--- src/rtl/speed_mode_pkg.sv ---
package speed_mode_pkg;

  typedef enum logic [2:0] {
    MODE_AUTO   = 3'd0,
    MODE_10G    = 3'd1,
    MODE_1GX    = 3'd2,
    MODE_SG10M  = 3'd3,
    MODE_SG100M = 3'd4,
    MODE_SG1G   = 3'd5,
    MODE_SGAN   = 3'd6
  } speed_mode_e;

  typedef enum logic [1:0] {
    RATE_10M  = 2'd0,
    RATE_100M = 2'd1,
    RATE_1G   = 2'd2,
    RATE_10G  = 2'd3
  } line_rate_e;

  localparam int CODE_W = 8;

  // sequencer commands
  localparam logic [CODE_W-1:0] SEQ_AUTO     = 8'h01;
  localparam logic [CODE_W-1:0] SEQ_FORCE1G  = 8'h11;
  localparam logic [CODE_W-1:0] SEQ_FORCE10G = 8'h41;

  // serial-gigabit settings
  localparam logic [CODE_W-1:0] SG_OFF  = 8'h00;
  localparam logic [CODE_W-1:0] SG_10M  = 8'h01;
  localparam logic [CODE_W-1:0] SG_AN   = 8'h03;
  localparam logic [CODE_W-1:0] SG_100M = 8'h05;
  localparam logic [CODE_W-1:0] SG_1G   = 8'h09;

  // strobes from write decode to register datapath
  typedef struct packed {
    logic              seqLoad;
    logic              sgLoad;
    logic              errSet;
    logic [CODE_W-1:0] code;
  } cfg_strobe_t;

  function automatic logic seqCodeOk(input logic [CODE_W-1:0] c);
    return (c == SEQ_AUTO) || (c == SEQ_FORCE1G) || (c == SEQ_FORCE10G);
  endfunction

  function automatic logic sgCodeOk(input logic [CODE_W-1:0] c);
    return (c == SG_OFF) || (c == SG_10M) || (c == SG_AN) ||
           (c == SG_100M) || (c == SG_1G);
  endfunction

  function automatic speed_mode_e decodeMode(input logic [CODE_W-1:0] seq,
                                             input logic [CODE_W-1:0] sg);
    speed_mode_e m;
    m = MODE_AUTO;
    if (seq == SEQ_FORCE10G) begin
      m = MODE_10G;
    end else if (seq == SEQ_FORCE1G) begin
      case (sg)
        SG_10M:  m = MODE_SG10M;
        SG_100M: m = MODE_SG100M;
        SG_1G:   m = MODE_SG1G;
        SG_AN:   m = MODE_SGAN;
        default: m = MODE_1GX;
      endcase
    end
    return m;
  endfunction

  function automatic line_rate_e rateOf(input speed_mode_e m);
    line_rate_e r;
    case (m)
      MODE_SG10M:  r = RATE_10M;
      MODE_SG100M: r = RATE_100M;
      MODE_1GX, MODE_SG1G, MODE_SGAN: r = RATE_1G;
      default:     r = RATE_10G;
    endcase
    return r;
  endfunction

endpackage

--- src/rtl/speed_mode_ctrl.sv ---
module speed_mode_ctrl
  import speed_mode_pkg::*;
#(
  parameter int               ADDR_W   = 12,
  parameter int               DATA_W   = 32,
  parameter logic [ADDR_W-1:0] SEQ_OFFS = 12'h2C0,
  parameter logic [ADDR_W-1:0] SG_OFFS  = 12'h290
) (
  input  logic              regWrite,
  input  logic [ADDR_W-1:0] regAddr,
  input  logic [DATA_W-1:0] regWdata,
  output cfg_strobe_t       strobe
);

  localparam int HI_W = DATA_W - CODE_W;

  logic              seqHit;
  logic              sgHit;
  logic              upperClear;
  logic [CODE_W-1:0] lowCode;
  logic              seqGood;
  logic              sgGood;

  assign seqHit     = regWrite && (regAddr == SEQ_OFFS);
  assign sgHit      = regWrite && (regAddr == SG_OFFS);
  assign lowCode    = regWdata[CODE_W-1:0];
  assign upperClear = (regWdata[DATA_W-1:CODE_W] == {HI_W{1'b0}});
  assign seqGood    = upperClear && seqCodeOk(lowCode);
  assign sgGood     = upperClear && sgCodeOk(lowCode);

  always_comb begin
    strobe.seqLoad = seqHit && seqGood;
    strobe.sgLoad  = sgHit && sgGood;
    strobe.errSet  = (seqHit && !seqGood) || (sgHit && !sgGood);
    strobe.code    = lowCode;
  end

endmodule

--- src/rtl/speed_mode_dp.sv ---
module speed_mode_dp
  import speed_mode_pkg::*;
#(
  parameter int               ADDR_W   = 12,
  parameter int               DATA_W   = 32,
  parameter logic [ADDR_W-1:0] SEQ_OFFS = 12'h2C0,
  parameter logic [ADDR_W-1:0] SG_OFFS  = 12'h290
) (
  input  logic              clk,
  input  logic              rstN,
  input  cfg_strobe_t       strobe,
  input  logic [ADDR_W-1:0] regAddr,
  output logic [CODE_W-1:0] seqVal,
  output logic [CODE_W-1:0] sgVal,
  output logic              errSticky,
  output speed_mode_e       modeQ,
  output line_rate_e        rateQ,
  output logic              changeQ,
  output logic [DATA_W-1:0] regRdata
);

  localparam int ERR_BIT = DATA_W - 1;

  speed_mode_e nextMode;

  always_ff @(posedge clk or negedge rstN) begin
    if (!rstN) begin
      seqVal    <= SEQ_AUTO;
      sgVal     <= SG_OFF;
      errSticky <= 1'b0;
    end else begin
      if (strobe.seqLoad) seqVal <= strobe.code;
      if (strobe.sgLoad)  sgVal  <= strobe.code;
      if (strobe.errSet)  errSticky <= 1'b1;
    end
  end

  assign nextMode = decodeMode(seqVal, sgVal);

  always_ff @(posedge clk or negedge rstN) begin
    if (!rstN) begin
      modeQ   <= MODE_AUTO;
      rateQ   <= RATE_10G;
      changeQ <= 1'b0;
    end else begin
      modeQ   <= nextMode;
      rateQ   <= rateOf(nextMode);
      changeQ <= (nextMode != modeQ);
    end
  end

  always_comb begin
    regRdata = '0;
    if (regAddr == SEQ_OFFS) begin
      regRdata[CODE_W-1:0] = seqVal;
      regRdata[ERR_BIT]    = errSticky;
    end else if (regAddr == SG_OFFS) begin
      regRdata[CODE_W-1:0] = sgVal;
    end
  end

endmodule

--- src/rtl/speed_mode_regs.sv ---
module speed_mode_regs
  import speed_mode_pkg::*;
#(
  parameter int               ADDR_W   = 12,
  parameter int               DATA_W   = 32,
  parameter logic [ADDR_W-1:0] SEQ_OFFS = 12'h2C0,
  parameter logic [ADDR_W-1:0] SG_OFFS  = 12'h290
) (
  input  logic              clk,
  input  logic              rstN,
  input  logic              regWrite,
  input  logic [ADDR_W-1:0] regAddr,
  input  logic [DATA_W-1:0] regWdata,
  output logic [DATA_W-1:0] regRdata,
  output logic [2:0]        speedMode,
  output logic [1:0]        lineRate,
  output logic              autoDetectEn,
  output logic              sgmiiEn,
  output logic              sgmiiAnEn,
  output logic              modeChangeReq
);

  cfg_strobe_t       strobe;
  logic [CODE_W-1:0] seqVal;
  logic [CODE_W-1:0] sgVal;
  logic              errSticky;
  speed_mode_e       modeQ;
  line_rate_e        rateQ;

  speed_mode_ctrl #(
    .ADDR_W(ADDR_W), .DATA_W(DATA_W), .SEQ_OFFS(SEQ_OFFS), .SG_OFFS(SG_OFFS)
  ) u_ctrl (
    .regWrite (regWrite),
    .regAddr  (regAddr),
    .regWdata (regWdata),
    .strobe   (strobe)
  );

  speed_mode_dp #(
    .ADDR_W(ADDR_W), .DATA_W(DATA_W), .SEQ_OFFS(SEQ_OFFS), .SG_OFFS(SG_OFFS)
  ) u_dp (
    .clk       (clk),
    .rstN      (rstN),
    .strobe    (strobe),
    .regAddr   (regAddr),
    .seqVal    (seqVal),
    .sgVal     (sgVal),
    .errSticky (errSticky),
    .modeQ     (modeQ),
    .rateQ     (rateQ),
    .changeQ   (modeChangeReq),
    .regRdata  (regRdata)
  );

  assign speedMode    = modeQ;
  assign lineRate     = rateQ;
  assign autoDetectEn = (modeQ == MODE_AUTO);
  assign sgmiiEn      = (modeQ == MODE_SG10M) || (modeQ == MODE_SG100M) ||
                        (modeQ == MODE_SG1G)  || (modeQ == MODE_SGAN);
  assign sgmiiAnEn    = (modeQ == MODE_SGAN);

endmodule

--- config.mk ---
export PLATFORM = sky130hd
export DESIGN_NAME = speed_mode_regs
export DESIGN_NICKNAME = d
export VERILOG_FILES = /design/src/rtl/speed_mode_pkg.sv /design/src/rtl/speed_mode_ctrl.sv /design/src/rtl/speed_mode_dp.sv /design/src/rtl/speed_mode_regs.sv
export SDC_FILE = /design/constraint.sdc
export NUM_CORES = 1
export LEC_CHECK = 0
export ABC_AREA = 1
export BUFFER_PORTS_ARGS = -buffer_cell sky130_fd_sc_hd__buf_4
export CAP_MARGIN = 20
export CORE_MARGIN = 8
export CORE_UTILIZATION = 40
export DETAILED_ROUTE_END_ITERATION = 12
export GPL_TIMING_DRIVEN = 0
export PLACE_DENSITY = 0.73
export SETUP_SLACK_MARGIN = 0.5
export SYNTH_ARGS = -nofsm -noshare
export SYNTH_HDL_FRONTEND = slang
export SYNTH_SLANG_ARGS = --single-unit
--- constraint.sdc ---
create_clock -name clk -period 2.48 [get_ports clk]
set_clock_uncertainty 0.1 [all_clocks]
set_input_delay 0.62 -clock clk [delete_from_list [all_inputs] [get_ports clk]]
set_output_delay 0.62 -clock clk [all_outputs]
set_load 0.05 [all_outputs]
==> metrics.md, run 1 <==
| Metric | Value |
|---|---|
| Root buffer cell | clkbuf_8 |
| Grt met3 use | 3.79% |
| CP Buf/Inv Count | 5 |
| WL/cell | 11.1 um |
| Clock network power share | 28.3% |
| Peak supply drop | 0.000181 V |
| Crit Path Category | in -> out |
| Period utilisation layout | 95.7% |
| Fin cells | 387 |
| Max incr delay on CP | 160 ps |
| IO buf count | 64 |
| CP arrival | 1650 ps |
| Power Density | 305 mW/mm^2 |
| Final hold vios | 0 |
| Final core occ | 67.0% |
| Tightest Hold Check Type | in -> async |
| Met2 Use GR | 26.8% |
| Top Ports | 88 |
| Initial Utilization | 41.4% |
| H-Tree Depth | 1 |
| Outcome | finished, final reports clean |
| Number of antenna diodes | 0 |
| Sequential share of the synthesized area | 35.0% |
| GRT overflow | 0 |
| Biggest area consumer among synthesized cells | dfrtp_1 |
| Mean cell area of the mapped netlist | 6.84 um^2 |
| Total CTS buffers | 3 |
| Post-DRT Antenna Nets | 0 |
| Share of post-route cells with drive strength above 1 | 48.4% |
| EDFF count, synth | 0 |
| Sw Ratio | 29.6% |
| Syn-to-layout area delta | 62.0% |
| DP Area | 0.00247 mm^2 |
| Placed cell count | 378 |
| Sequential power share | 45.9% |
| Cell Chain, Critical Path | buf_6 -> inv_12 -> nand2_4 -> nor2_4 -> inv_2 -> nor2_2 -> nand2_2 -> clkinv_4 -> nand3_2 -> o21ai_4 -> buf_8 |
| Vias | 1670 |
| Vias per Instance | 4.32 |
| Clock latency on the worst-skew pair | 260 ps |
| CTS Buffer Depth | 2 |
| Top FF cell, synth | dfrtp_1 |
| FF/Latch Area | 583 um^2 |
| Detailed Route Iter0 Violations | 43 |
| Dominant cells by area after synthesis | dfrtp_1, nand2_1, buf_4, nor2_1, nand3_1 |
| Required time worst endpoint | 1760 ps |
| Fillers | 351 |
| # hold bufs at CTS | 0 |
| Seq cells post-synth | 23 |
| GPL Wtd Cong | 0.806 |
| Slowest cell on the critical path | buf_8 |
| HPWL after DPL | 3.58 mm |
| Leakage dissipation | 1.34 nW |
| Netlist cell types | 22 |
| Post-synth top cells | nand2_1, nor2_1, buf_4, inv_1, nand3_1 |
| First-pass GRT wire length | 7.36 mm |
| Die area | 0.00645 mm^2 |
| Busiest grt layer | met2 |
| Crit path time final | 2370 ps |
| RSZ-0062 raised after global routing | yes |
| Fmax achieved | 422 MHz |
| Setup_tns | 0 ps |
| CP max FO | 7 |
| Gate Count Post-Synth | 242 |
| Met1 Use GR | 14.4% |
| Top cell type's share of synthesized area | 30.3% |
| Gr usage total | 14.1% |
| Multi-input gate area | 0.00108 mm^2 |
| Final Routed Wirelength | 4.28 mm |
| CTS clk-pin slew, worst paths | 80 ps |
| Sink Count | 23 |
| Core area | 0.00400 mm^2 |
| Pre-Repair DR Iteration Count | 4 |
| Final Setup Violations | 0 |
| Layout Nets | 385 |
| Post-route cell area | 0.00268 mm^2 |
| Maxcap violations | 0 |
| Largest net degree at the start of global routing | 24 |
| Synth async-reset ratio | 100% |
| Combinational fraction of design power | 25.9% |
| Die Height | 80.3 um |
| Internal power | 0.576 mW |
| Mapped Area | 0.00165 mm^2 |
| Fin. max-slew vios | 0 |
| Vias in the first global route | 1689 |
| Setup crit start kind | input pin |
| NetSw | 0.241 mW |
| TritonCTS clock tree | yes |
| Crit path max-delay family | buffers and inverters |
| Site row count | 23 |
| Initial antenna violation count | 0 |
| CP Capture Type | output port |
| Die width | 80.3 um |
| Most common cell in the netlist | nand2_1 |
| DR DRC count | 0 |
| YS warnings | 0 |
per-layer routing:
metal  vias to the layer above  part of all wire (%)
met5                         -                     0
met1                       729                    38
met2                        44                    53
met4                         0                   1.4
li1                        890                     -
met3                         7                   7.0
power by group through the flow:
stage | Sequential [mW] | Combinational, mW | Clock, mW
2_1_floorplan | 0.382 | 0.134 | 0
3_3_place_gp | 0.382 | 0.205 | 0
3_5_place_dp | 0.382 | 0.206 | 0
4_1_cts | 0.375 | 0.210 | 0.235
5_1_grt | 0.375 | 0.228 | 0.254
6_report | 0.375 | 0.211 | 0.231
path summary, 6_finish.rpt:
kind / start / end / slack [ps] / cells after the start
max: regAddr[11] / regRdata[5] / 110 / 11
min: rstN / u_dp.modeQ[2]$_DFF_PN0_ / 130 / 1
max reg2reg: u_dp.seqVal[0]$_DFFE_PN1P_ / u_dp.changeQ$_DFF_PN0_ / 900 / 9
min reg2reg: u_dp.errSticky$_DFFE_PN0P_ / u_dp.errSticky$_DFFE_PN0P_ / 400 / 2
max in group asynchronous: rstN / u_dp.seqVal[0]$_DFFE_PN1P_ / 1870 / 1
min in group clk: u_dp.errSticky$_DFFE_PN0P_ / u_dp.errSticky$_DFFE_PN0P_ / 400 / 2
cell usage in the layout, fill, tap and decap left out:
master    count
buf_4        78
nand2_1      53
nor2_1       39
conb_1       23
inv_1        17
dfrtp_1      17
nand3_1      13
buf_6        11
inv_2         9
nand2_2       9
nand3_2       9
nor2_4        8
o21ai_4       8
nor2_2        4
a21boi_0      4
nand2_4       3
clkbuf_8      3
buf_8         3
dfrtp_2       3
dfstp_2       3
nand4_1       2
inv_6         2
inv_4         2
nand3_4       2
nor3_4        2
o21ai_1       2
or2_1         1
inv_12        1
nor3_2        1
clkinv_4      1
xnor2_1       1
a21oi_2       1
nor3_1        1
clkbuf_1      1
timing repair:
item,4_1_cts,5_1_grt
endpoints found under the setup margin,9,9
gates resized for setup,24,7
pin swaps,3,2
setup buffers,4,1
gates cloned,0,0
layout make-up:
class | count | share of cell area [%]
multi-input cells | 186 | 40.4
flip-flops and latches | 23 | 21.8
repair buffers | 69 | 21.7
plain buffers | 23 | 6.45
inverters | 32 | 5.70
well taps | 50 | 2.34
clock buffers | 4 | 1.68
flip-flops by register name (all words and copies together), names as in the netlist:
signal,cells
u_dp.seqVal,8
u_dp.sgVal,8
u_dp.modeQ,3
u_dp.rateQ,2
u_dp.changeQ,1
u_dp.errSticky,1
logic make-up (layout without fill, tap and decap cells):
group | count (synthesis) | count (layout) | share of synthesized area (%)
AND/OR/NAND/NOR | 147 | 147 | 41.4
buffers and inverters | 55 | 128 | 17.7
flip-flops | 23 | 23 | 35.0
AO/OA/AOI/OAI | 15 | 15 | 5.14
other | 1 | 23 | 0.227
XOR/XNOR | 1 | 1 | 0.530
metrics by stage:
stage | worst slack, ps | total power [mW] | hold slack [ps]
5_1_grt | 28.7 | 0.856 | 154
4_1_cts | 97.6 | 0.819 | 142
3_5_place_dp | -107 | 0.588 | 384
3_3_place_gp | -88.2 | 0.587 | 379
6_report | 108 | 0.817 | 131
2_1_floorplan | 236 | 0.516 | 224
Power figures use the tool's default switching activity.
==> inputs of run 2 (changes only) <==
CELL_PAD_IN_SITES_DETAIL_PLACEMENT = 1   (was unset)
CELL_PAD_IN_SITES_GLOBAL_PLACEMENT = 1   (was unset)
CORE_MARGIN = 2   (was 8)
CORE_UTILIZATION = 32   (was 40)
PLACE_DENSITY = unset   (was 0.73)
PLACE_DENSITY_LB_ADDON = 0.1   (was unset)
==> metrics.md, run 2 (synthesis gave the netlist of run 1 again) <==
| Metric | Value |
|---|---|
| Instance count on the critical path | 9 (-2) |
| Final Setup Violations | 0 (unchanged) |
| Gr usage total | 17.8% (+3.7 points) |
| Layout Nets | 386 (+0.26%) |
| DR DRC count | 0 (unchanged) |
| Core area | 0.00504 mm^2 (+26%) |
| CP Buf/Inv Count | 4 (-1) |
| Outcome | finished, final reports clean |
| Placed cell count | 398 (+5.3%) |
| Post-DRT Antenna Nets | 0 (unchanged) |
| Largest regs | u_dp.seqVal x8, u_dp.sgVal x8, u_dp.modeQ x3 |
| Final hold vios | 0 (unchanged) |
| Die Height | 75.9 um (-5.5%) |
| R2R depth | 9 (unchanged) |
| # hold bufs at CTS | 0 (unchanged) |
| Slowest cell on the critical path | nor3_2 |
| Clock latency on the worst-skew pair | 270 ps (about the same) |
| CTS Buffer Depth | 2 (unchanged) |
| Crit path time final | 2400 ps (+23.9 ps) |
| Period utilisation layout | 96.6% (+0.96 points) |
| WL/cell | 12.0 um (+8.8%) |
| Vias in the first global route | 1784 (+5.6%) |
| Fin. max-slew vios | 0 (unchanged) |
| TritonCTS clock tree | yes |
| Setup crit start kind | input pin |
| Total CTS buffers | 3 (unchanged) |
| Fillers | 645 (+84%) |
| RSZ-0062 raised after global routing | yes |
| Most common cell after layout, fill and taps aside | buf_4 |
| Top Ports | 88 (unchanged) |
| Peak supply drop | 0.000207 V (+14%) |
| H-Tree Depth | 1 (unchanged) |
| Vias per Instance | 4.32 (about the same) |
| Crit Path Category | in -> out |
| CP Capture Type | output port |
| Fin cells | 408 (+5.4%) |
| IO buf count | 64 (unchanged) |
| Initial antenna violation count | 0 (unchanged) |
| Share of post-route cells with drive strength above 1 | 48.5% (+0.15 points) |
| CTS clk-pin slew, worst paths | 90 ps (about the same) |
| Die width | 75.9 um (-5.5%) |
| Initial Utilization | 32.8% (-8.5 points) |
| GRT overflow | 0 (unchanged) |
| Pre-Repair DR Iteration Count | 4 (unchanged) |
| Cell Chain, Critical Path | buf_4 -> inv_2 -> nand2_1 -> nor3_2 -> nand2_4 -> clkinv_8 -> nand3_2 -> o21ai_4 -> buf_6 |
| DP Area | 0.00249 mm^2 (+1.0%) |
| Fmax achieved | 417 MHz (-1.0%) |
| Post-route cell area | 0.00277 mm^2 (+3.5%) |
| Required time worst endpoint | 1760 ps (about the same) |
| Number of antenna diodes | 0 (unchanged) |
| Site row count | 26 (+13%) |
| Syn-to-layout area delta | 67.7% |
| Largest net degree at the start of global routing | 24 (unchanged) |
| Leakage dissipation | 1.37 nW (+2.4%) |
| Vias | 1762 (+5.5%) |
| Power Density | 299 mW/mm^2 (-2.1%) |
| GPL Wtd Cong | 0.734 (-9.0%) |
| First-pass GRT wire length | 7.71 mm (+4.8%) |
| Crit path max-delay family | simple AND/OR/NAND/NOR gates |
| Root buffer cell | clkbuf_8 |
| Sink Count | 23 (unchanged) |
| Max incr delay on CP | 240 ps (+80 ps) |
| Detailed Route Iter0 Violations | 26 (-40%) |
| Most frequent cells in the layout | buf_4, nand2_1, nor2_1 |
| CP arrival | 1680 ps (+30 ps) |
| Maxcap violations | 0 (unchanged) |
| CP max FO | 7 (unchanged) |
| Final Routed Wirelength | 4.91 mm (+15%) |
| HPWL after DPL | 3.86 mm (+7.8%) |
| Tightest Hold Check Type | in -> async |
| Die area | 0.00576 mm^2 (-11%) |
==> run 2: cell types whose count changed in the layout (fill, tap and decap cells not counted), sizes merged <==
cell and change:
buf +1, clkinv +1, inv -1
==> run 2: final cells by class <==
class	instances	area [um^2]	area share, %
flip-flops and latches	23	583	21.0
multi-input cells	186	1130	40.6
inverters	32	163	5.86
repair buffers	70	597	21.5
clock buffers	4	45.0	1.62
plain buffers	23	173	6.22
well taps	70	87.6	3.16
==> run 2: routing by layer <==
metal / up-vias / GRT usage (%) / share of wire, %
li1: 894 / - / -
met1: 809 / 19.4 / 38
met2: 50 / 35.0 / 55
met3: 9 / 2.38 / 4.1
met4: 0 / 5.26 / 2.2
met5: - / 0 / 0
==> run 2: report_power, final <==
part / switching [mW] / total (mW) / internal (mW)
Combinational: 0.128 / 0.217 / 0.0886
Sequential: 0.00000000000210 / 0.375 / 0.375
Clock: 0.122 / 0.237 / 0.115
Total: 0.250 / 0.829 / 0.578
==> run 2: repair_timing <==
action	CTS	global route
resized for setup	26	19
endpoints found under the setup margin	9	9
pin swaps	3	10
buffers inserted	5	1
==> run 2: path summary, 6_finish.rpt <==
check | startpoint | end | slack, ps
max in group asynchronous | rstN | u_dp.rateQ[1]$_DFF_PN1_ | 1850
hold reg to reg | u_dp.seqVal[0]$_DFFE_PN1P_ | u_dp.seqVal[0]$_DFFE_PN1P_ | 400
hold / removal | rstN | u_dp.sgVal[3]$_DFFE_PN0P_ | 130
setup reg to reg | u_dp.seqVal[0]$_DFFE_PN1P_ | u_dp.changeQ$_DFF_PN0_ | 840
min in group clk | u_dp.seqVal[0]$_DFFE_PN1P_ | u_dp.seqVal[0]$_DFFE_PN1P_ | 400
setup / recovery | regAddr[5] | regRdata[4] | 80
==> run 2: through the flow <==
stage          utilization [%]  worst slack (ps)  setup TNS, ps  hold slack (ps)  total power, mW
6_report                  55.0              83.8              0              134            0.829
5_1_grt                   55.0              15.0              0              144            0.867
4_1_cts                   53.2              84.2              0              141            0.835
3_5_place_dp              49.4              -150           -967              392            0.591
3_3_place_gp              49.4              -124           -853              381            0.588
2_1_floorplan                -               236              0              224            0.516
